**src/rtl/blkLockPkg.sv**
```systemverilog
package blkLockPkg;

  typedef enum logic [1:0] {
    CMD_NONE   = 2'b00,
    CMD_LOCK   = 2'b01,
    CMD_UNLOCK = 2'b10,
    CMD_DOWN   = 2'b11
  } lockCmd_e;

  // per-block strobes from control to datapath
  typedef struct packed {
    logic setLock;
    logic clrLock;
    logic setDown;
  } lockStrobe_t;

  localparam logic [2:0] RESET_CODE = 3'b001;

  // pin stage: code after the pin level is taken in
  function automatic logic [2:0] pinStage(input logic [2:0] cur, input logic pin);
    logic [2:0] res;
    if (pin)          res = {1'b1, cur[1:0]};
    else if (cur[1])  res = 3'b011;
    else              res = {1'b0, cur[1:0]};
    return res;
  endfunction

  // command stage, applied after the pin stage
  function automatic logic [2:0] cmdStage(input logic [2:0] cur, input lockStrobe_t s);
    logic [2:0] res;
    res = cur;
    if (s.setDown)      res[1:0] = 2'b11;
    else if (s.setLock) res[0] = 1'b1;
    else if (s.clrLock) begin
      if (cur != 3'b011) res[0] = 1'b0;
    end
    return res;
  endfunction

endpackage

```
**src/rtl/lockCtrl.sv**
```systemverilog
module lockCtrl
  import blkLockPkg::*;
#(
  parameter int NUM_BLOCKS = 6,
  parameter int IDX_W = 3
) (
  input  logic                              clk,
  input  logic                              rstN,
  input  logic [1:0]                        cmdOp,
  input  logic [IDX_W-1:0]                  cmdBlock,
  input  logic                              eraseReq,
  input  logic [IDX_W-1:0]                  reqBlock,
  input  logic [NUM_BLOCKS-1:0]             allowedVec,
  output lockStrobe_t [NUM_BLOCKS-1:0]      strobes,
  output logic                              reqError
);

  localparam logic [IDX_W:0] BLOCK_LIMIT = (IDX_W+1)'(NUM_BLOCKS);

  lockCmd_e opCode;
  assign opCode = lockCmd_e'(cmdOp);

  for (genvar i = 0; i < NUM_BLOCKS; i++) begin : g_dec
    logic hit;
    assign hit = (cmdBlock == IDX_W'(i));
    always_comb begin
      strobes[i] = '0;
      if (hit) begin
        unique case (opCode)
          CMD_LOCK:   strobes[i].setLock = 1'b1;
          CMD_UNLOCK: strobes[i].clrLock = 1'b1;
          CMD_DOWN:   strobes[i].setDown = 1'b1;
          default:    strobes[i] = '0;
        endcase
      end
    end
  end

  logic reqInRange;
  logic refuseNow;
  assign reqInRange = ({1'b0, reqBlock} < BLOCK_LIMIT);

  always_comb begin
    refuseNow = 1'b0;
    if (eraseReq) begin
      if (!reqInRange) refuseNow = 1'b1;
      else             refuseNow = !allowedVec[reqBlock];
    end
  end

  always_ff @(posedge clk) begin
    if (!rstN) reqError <= 1'b0;
    else       reqError <= refuseNow;
  end

endmodule

```
**src/rtl/lockStateBank.sv**
```systemverilog
module lockStateBank
  import blkLockPkg::*;
#(
  parameter int NUM_BLOCKS = 6
) (
  input  logic                          clk,
  input  logic                          rstN,
  input  logic                          wpPin,
  input  lockStrobe_t [NUM_BLOCKS-1:0]  strobes,
  output logic [3*NUM_BLOCKS-1:0]       codes,
  output logic [NUM_BLOCKS-1:0]         allowedVec
);

  for (genvar i = 0; i < NUM_BLOCKS; i++) begin : g_blk
    logic [2:0] code;
    logic [2:0] afterPin;

    assign afterPin = pinStage(code, wpPin);

    always_ff @(posedge clk) begin
      if (!rstN) code <= RESET_CODE;
      else       code <= cmdStage(afterPin, strobes[i]);
    end

    assign codes[3*i +: 3] = code;
    assign allowedVec[i]   = (code == 3'b000) || (code == 3'b100) || (code == 3'b110);
  end

endmodule

```
**src/rtl/blockLockArray.sv**
```systemverilog
module blockLockArray
  import blkLockPkg::*;
#(
  parameter int NUM_BLOCKS = 6,
  localparam int IDX_W = (NUM_BLOCKS > 1) ? $clog2(NUM_BLOCKS) : 1
) (
  input  logic                      clk,
  input  logic                      rstN,
  input  logic                      wpPin,
  input  logic [1:0]                cmdOp,
  input  logic [IDX_W-1:0]          cmdBlock,
  input  logic                      eraseReq,
  input  logic [IDX_W-1:0]          reqBlock,
  output logic [3*NUM_BLOCKS-1:0]   stateCodes,
  output logic [NUM_BLOCKS-1:0]     allowed,
  output logic                      reqError
);

  lockStrobe_t [NUM_BLOCKS-1:0] strobes;

  lockCtrl #(.NUM_BLOCKS(NUM_BLOCKS), .IDX_W(IDX_W)) u_ctrl (
    .clk        (clk),
    .rstN       (rstN),
    .cmdOp      (cmdOp),
    .cmdBlock   (cmdBlock),
    .eraseReq   (eraseReq),
    .reqBlock   (reqBlock),
    .allowedVec (allowed),
    .strobes    (strobes),
    .reqError   (reqError)
  );

  lockStateBank #(.NUM_BLOCKS(NUM_BLOCKS)) u_bank (
    .clk        (clk),
    .rstN       (rstN),
    .wpPin      (wpPin),
    .strobes    (strobes),
    .codes      (stateCodes),
    .allowedVec (allowed)
  );

endmodule

```
**config.mk**
```make
export PLATFORM = sky130hd
export DESIGN_NAME = blockLockArray
export DESIGN_NICKNAME = d
export VERILOG_FILES = /design/src/rtl/blkLockPkg.sv /design/src/rtl/lockCtrl.sv /design/src/rtl/lockStateBank.sv /design/src/rtl/blockLockArray.sv
export SDC_FILE = /design/constraint.sdc
export NUM_CORES = 1
export LEC_CHECK = 0
export CORE_ASPECT_RATIO = 1.1
export CORE_MARGIN = 3
export CORE_UTILIZATION = 41
export CTS_BUF_LIST = sky130_fd_sc_hd__clkbuf_16
export DETAILED_ROUTE_END_ITERATION = 6
export GPL_ROUTABILITY_DRIVEN = 0
export HOLD_SLACK_MARGIN = 0.1
export PLACE_DENSITY = 0.9
export SLEW_MARGIN = 20
export SYNTH_ARGS = -nofsm -noshare
export SYNTH_HDL_FRONTEND = slang
export SYNTH_SLANG_ARGS = --single-unit
```
**constraint.sdc**
```tcl
create_clock -name clk -period 2.3 [get_ports clk]
set_input_delay 0.46 -clock clk [delete_from_list [all_inputs] [get_ports clk]]
set_output_delay 0.46 -clock clk [all_outputs]
set_load 0.03 [all_outputs]
```
==> results of run 1 <==
metal layers:
layer  wire, µm  up-vias
li1           -      361
met1        890      354
met2       1060       34
met3         93        2
met4         16        0
met5          0        -
stage by stage:
stage	instance area [µm²]	instances	total power [mW]	setup slack [ns]
final	1150	133	0.719	0.104
after global routing	1150	133	0.742	0.00165
after CTS	1150	133	0.719	0.0277
after detailed placement	1070	129	0.394	0.289
after global placement	1070	129	0.391	0.353
after floorplan	736	84	0.335	0.379
report_power, final:
group	switching (mW)	internal, mW
clock	0.0984	0.230
combinational	0.0733	0.0582
sequential	0.00815	0.251
total	0.180	0.539
kinds of logic (layout without fill, tap and decap cells):
group	after synthesis	count (layout)
buffers and inverters	16	48
and+or+nand+nor	25	25
AOI/OAI and AO/OA	28	28
DFF	14	14
muxes	1	1
worst reg2reg max path, cell delays in order (launching register included):
cell and delay (ns):
dfxtp_1 0.41, inv_1 0.17, a2111oi_4 0.33, a221oi_2 0.05
o221a_2 0.27
cells in the mapped netlist:
master,n
a21boi_0,5
and3b_1,1
and2_1,2
a221oi_2,1
clkbuf_1,2
o221a_2,1
nor2b_1,1
nor3_1,2
buf_4,5
nand3_1,6
a221o_1,6
dfxtp_1,14
buf_1,1
nor3b_2,3
a2111oi_4,1
a21boi_1,1
nor2_1,1
mux2i_1,1
nand2_1,9
a21oi_1,7
o21ai_0,6
inv_1,8
cell type report:
class	instances	area share
Sequential cell	14	0.243
Clock buffer	3	0.0651
Tap cell	17	0.0185
Timing Repair Buffer	36	0.317
Inverter	8	0.0261
Clock inverter	1	0.00326
Multi-Input combinational cell	54	0.327
path summary, 6_finish.rpt:
check                                     startpoint                                  to  slack (ns)  cells past startpoint
hold / removal    u_bank.g_blk[1].code[1]$_SDFF_PN0_  u_bank.g_blk[1].code[1]$_SDFF_PN0_        0.50                      2
setup reg to reg  u_bank.g_blk[5].code[2]$_SDFF_PN0_          u_ctrl.reqError$_SDFF_PN0_        0.96                      4
hold reg to reg   u_bank.g_blk[1].code[1]$_SDFF_PN0_  u_bank.g_blk[1].code[1]$_SDFF_PN0_        0.50                      2
setup / recovery  u_bank.g_blk[5].code[2]$_SDFF_PN0_                          allowed[0]        0.10                      3
==> key figures, run 1 <==
CTS
  – CTS buffer count: 3
  – Maximum clock insertion buffer count: 2
  – CTS Root Cell: clkbuf_16
  – Resized cells post-CTS: 0
  – Reg clk slew, reported paths: ~0.05 ns
  – Clock latency on the worst-skew pair: around 0.24 ns
  – TritonCTS clock tree: built
  – Hold_buf cts: 0
  – Clk sink count: 14
  – Setup bufs post-CTS: 0
  – H-tree Lvls: 1

Drt
  – 1st-iter DRT viols: 15
  – DR WL/cell: around 16 µm
  – Routed Antenna Nets: 0
  – Drt drc: 0
  – Routed wire length: approximately 2100 µm
  – Drt pass-1 iters: 4
  – Via Count: roughly 750
  – Vias per cell: around 5.6

Global routing
  – Antenna violations before repair: 0
  – Total gr overflow: 0
  – Number of global-route vias before repair: 700
  – GR Layer Usage met3: 0.0215
  – M1 GR Usage: 0.242
  – Total GRT Usage: 0.187
  – GRT busiest layer: met2
  – Largest net degree at the start of global routing: 15
  – M2 GR Usage: 0.305
  – First-pass GRT wire length: roughly 3200 µm

Timing
  – Fmax: 0.455 GHz
  – Total negative setup slack: 0 ns
  – Worst-Margin Slew: 0.435 ns
  – Post-layout min period: about 2.2 ns
  – Unrepaired setup endpoints after global routing: no
  – Worst hold slack: between 0.5 and 0.6 ns
  – Slew margin rel.: 0.709
  – Worst Skew: a little under 0.0009 ns
  – Final hold violation count: 0
  – Max-slew violations: 0
  – Final setup viols: 0
  – Final Cycle Share: 0.955

Floorplanning
  – Die Ht: between 50 and 60 µm
  – Die width: 46.4 µm
  – Core area: about 1600 µm²
  – Starting Density: 0.451
  – Row count: 15
  – Top-level I/O count: 37
  – DIE AREA: roughly 2300 µm²

Critical path
  – CP max FO: 7
  – WP buf/inv: 2
  – Largest delay share family, worst path: buffers and inverters
  – Critical path data required time: 1.84 ns
  – Worst Setup Start Kind: flop
  – Worst EP arrival: 1.74 ns
  – Critical path type: reg2out
  – Crit-path max cell delay: 0.71 ns
  – Cells along the critical path: inv_1 > a21oi_1 > clkdlybuf4s50_1
  – Crit. End Element: primary output
  – CP max stage cell: clkdlybuf4s50_1

Synth
  – Synth Area in Simple Gates: 0.194
  – Synth Area in XOR/XNOR: 0
  – Post-synthesis cell area: 736 µm²
  – Post-synthesis compound-gate area fraction: 0.304
  – Adder-cell share of the synthesized area: 0
  – Cells after Synth: 84
  – Cell taking the most area after synthesis: dfxtp_1
  – Count of cell types in the netlist: 22
  – Mapped Nets: between 90 and 100
  – Number of synthesized register bits: 14
  – Top post-synthesis cells by area: dfxtp_1 38%, a221o_1 8.2%, a21boi_0 5.1%
  – Multiplexer share of the synthesized area: 0.0136
  – Seq/Total Area, Yosys: 0.381
  – Synth top area share: 0.381
  – Warnings from Yosys: 0
  – Largest family of logic cells by synthesized area: compound AO/OA/AOI/OAI gates
  – Synthesized area per cell: roughly 9 µm²

Flow run
  – Max_cap viols: 0

Power
  – Power per cell area: 624 nW/µm²
  – Peak VDD IR: ~0.4 mV
  – Leak pwr: between 0.4 and 0.5 nW

Final layout
  – Fin nets: between 100 and 150
  – Fin util: 0.706
  – Most frequent cells in the layout: 34 x clkdlybuf4s50_1, 14 x dfxtp_1, 9 x nand2_1
  – N_diodes: 0
  – Commonest non-fill, non-tap cell in the layout: clkdlybuf4s50_1
  – Multi-input gate area in the final layout: between 300 and 400 µm²
  – Seq. cell area: around 280 µm²
  – Layout cell share with drive strength beyond 1: 0.0776
  – # fillers: 122
  – Layout area overhead: 56.6%

Place
  – Port-buffer cells: 36
  – Hpwl dp: between 1000 and 1500 µm

Status
  – Outcome: finished, final reports clean

Worst hold path
  – Hold crit path type: reg2reg
No activity file was read; power rests on OpenSTA's default activity.
==> inputs of run 2 (changes only) <==
--- a/config.mk
+++ b/config.mk
@@ -7,12 +7,12 @@
 export LEC_CHECK = 0
 export CORE_ASPECT_RATIO = 1.1
 export CORE_MARGIN = 3
-export CORE_UTILIZATION = 41
+export CORE_UTILIZATION = 38
 export CTS_BUF_LIST = sky130_fd_sc_hd__clkbuf_16
 export DETAILED_ROUTE_END_ITERATION = 6
 export GPL_ROUTABILITY_DRIVEN = 0
 export HOLD_SLACK_MARGIN = 0.1
-export PLACE_DENSITY = 0.9
+export PLACE_DENSITY = 0.85
 export SLEW_MARGIN = 20
 export SYNTH_ARGS = -nofsm -noshare
 export SYNTH_HDL_FRONTEND = slang
==> constraint.sdc (replaced) <==
create_clock -name clk -period 2.2 [get_ports clk]
set_input_delay 0.44 -clock clk [delete_from_list [all_inputs] [get_ports clk]]
set_output_delay 0.44 -clock clk [all_outputs]
set_load 0.03 [all_outputs]
==> key figures, run 2 (synthesized netlist as in run 1, its figures left out) <==
Critical path
  – Crit. End Element: primary output
  – Cells along the critical path: inv_1 > a21oi_1 > dlygate4sd2_1
  – Critical path type: reg2out
  – Critical path data required time: 1.76 ns (-0.08 ns)
  – Reg-to-reg startpoint: u_bank.g_blk[5].code[2]$_SDFF_PN0_
  – Largest delay share family, worst path: buffers and inverters
  – Worst Setup Start Kind: flop
  – CP max stage cell: dlygate4sd2_1
  – Worst EP arrival: 1.57 ns (-0.17 ns)
  – CP max FO: 7 (unchanged)
  – Crit-path max cell delay: 0.45 ns (-0.26 ns)
  – Crit. Startpoint: u_bank.g_blk[5].code[2]$_SDFF_PN0_
  – WP buf/inv: 2 (unchanged)

CTS
  – CTS buffer count: 3 (unchanged)
  – Clk sink count: 14 (unchanged)
  – Maximum clock insertion buffer count: 2 (unchanged)
  – CTS Root Cell: clkbuf_16
  – Reg clk slew, reported paths: 0.05 ns (about the same)
  – H-tree Lvls: 1 (unchanged)
  – Clock latency on the worst-skew pair: 0.24 ns (about the same)
  – TritonCTS clock tree: built

Global routing
  – Total GRT Usage: 0.210 (+0.0231)
  – Antenna violations before repair: 0 (unchanged)
  – Number of global-route vias before repair: 767 (+9.6%)
  – Largest net degree at the start of global routing: 15 (unchanged)
  – First-pass GRT wire length: 3620 µm (+14%)
  – Total gr overflow: 0 (unchanged)

Drt
  – Via Count: 780 (+3.9%)
  – Vias per cell: 5.82 (+3.1%)
  – Drt pass-1 iters: 4 (unchanged)
  – DR WL/cell: 17.0 µm (+9.8%)
  – 1st-iter DRT viols: 16 (+1)
  – Routed wire length: 2280 µm (+11%)
  – Routed Antenna Nets: 0 (unchanged)
  – Drt drc: 0 (unchanged)

Floorplanning
  – DIE AREA: 2500 µm² (+6.9%)
  – Starting Density: 0.408 (-0.0422)
  – Die width: 48.0 µm (+3.4%)
  – Top-level I/O count: 37 (unchanged)
  – Die Ht: 52.2 µm (+3.4%)
  – Row count: 16 (+1)
  – Core area: 1800 µm² (+10%)

Worst hold path
  – Hold crit path type: reg2reg
  – HP Start: u_bank.g_blk[1].code[1]$_SDFF_PN0_

Place
  – Placed instance count: 130 (+0.78%)
  – Hpwl dp: 1630 µm (+9.5%)
  – Port-buffer cells: 36 (unchanged)

Final layout
  – Layout cell share with drive strength beyond 1: 0.0776 (unchanged)
  – Most frequent cells in the layout: 30 x clkdlybuf4s50_1, 14 x dfxtp_1, 9 x nand2_1
  – N_diodes: 0 (unchanged)
  – Fin nets: 129 (unchanged)
  – Non-Filler Instances: 134 (+0.75%)
  – Layout area overhead: 55.6%
  – Commonest non-fill, non-tap cell in the layout: clkdlybuf4s50_1

Timing
  – Slew margin rel.: 0.700 (-0.00927)
  – Worst Skew: 0.00136 ns (+0.000475 ns)
  – Total negative setup slack: 0 ns (unchanged)
  – Final setup viols: 0 (unchanged)
  – Worst-Margin Slew: 0.449 ns (+0.0139 ns)
  – Unrepaired setup endpoints after global routing: no
  – Final Cycle Share: 0.914
  – Post-layout min period: 2.01 ns
  – Max-slew violations: 0 (unchanged)
  – Fmax: ~0.5 GHz
  – Final hold violation count: 0 (unchanged)

Power
  – Power Internal: 0.562 mW (+4.3%)
  – Flop pwr share: 0.358 (-0.003)
  – Combinational power share: 0.181 (-0.002)
  – Switching power: 0.195 mW (+8.5%)
  – Peak VDD IR: 0.333 mV (-18%)
  – Sw frac: 0.258 (+0.00761)
  – Power per cell area: 662 nW/µm² (+6.0%)
  – Leak pwr: 0.445 nW (+1.1%)
  – Clk pwr share: 0.461 (+0.005)

Flow run
  – Max_cap viols: 0 (unchanged)

Status
  – Outcome: finished, final reports clean
[run 2: cell count changes in the layout (fill, tap and decap cells not counted), sizes merged]
cell           before  now
clkdlybuf4s50      34   30
dlymetal6s2s        2    1
dlygate4sd2         0    5
[run 2: worst min-delay path, cell delays in order (launching register included)]
cell and delay, ns:
dfxtp_1 0.32, inv_1 0.07, a21boi_1 0.06
[run 2: power groups by stage]
stage / Combinational (mW) / Clock, mW / Sequential (mW)
after floorplan: 0.0601 / 0 / 0.291
after global placement: 0.134 / 0 / 0.275
after detailed placement: 0.138 / 0 / 0.276
after CTS: 0.137 / 0.347 / 0.271
after global routing: 0.147 / 0.363 / 0.272
final: 0.137 / 0.349 / 0.271
[run 2: cell type report]
class | instances | area, µm²
fillers | 137 | 657
well taps | 18 | 22.5
inverters | 8 | 30.0
clock inverters | 1 | 3.75
repair buffers | 36 | 357
multi-input cells | 54 | 377
flip-flops and latches | 14 | 280
clock buffers | 3 | 75.1
[run 2: per-stage QoR]
| stage | hold slack, ns | total power, mW | util | setup WS (ns) | area (µm²) |
|---|---|---|---|---|---|
| detailed placement | 0.488 | 0.414 | 0.594 | 0.179 | 1070 |
| global route | 0.503 | 0.782 | 0.635 | 0.110 | 1140 |
| finish | 0.497 | 0.757 | 0.635 | 0.189 | 1140 |
| global placement | 0.472 | 0.410 | 0.594 | 0.277 | 1070 |
| CTS | 0.495 | 0.755 | 0.634 | 0.0155 | 1140 |
| floorplan | 0.562 | 0.351 | - | 0.279 | 736 |
[run 2: worst paths after layout]
| kind | endpoint | slack (ns) | cells past startpoint |
|---|---|---|---|
| min | u_bank.g_blk[1].code[1]$_SDFF_PN0_ | 0.50 | 2 |
| min reg2reg | u_bank.g_blk[1].code[1]$_SDFF_PN0_ | 0.50 | 2 |
| max | allowed[4] | 0.19 | 3 |
| max reg2reg | u_ctrl.reqError$_SDFF_PN0_ | 0.79 | 4 |
[run 2: what timing repair did]
action | 4_1_cts | 5_1_grt
hold endpoints to repair | 0 | 0
resized for setup | 5 | 1
setup endpoints to repair | 5 | 1
hold buffers | 0 | 0
buffers inserted | 0 | 0
[run 2: routing by layer]
layer | GRT usage | vias to the layer above | part of all wire
met5 | 0 | - | 0
met4 | 0.0942 | 0 | 0.021
met3 | 0.0484 | 7 | 0.087
met2 | 0.361 | 44 | 0.50
met1 | 0.233 | 368 | 0.39
li1 | - | 361 | -
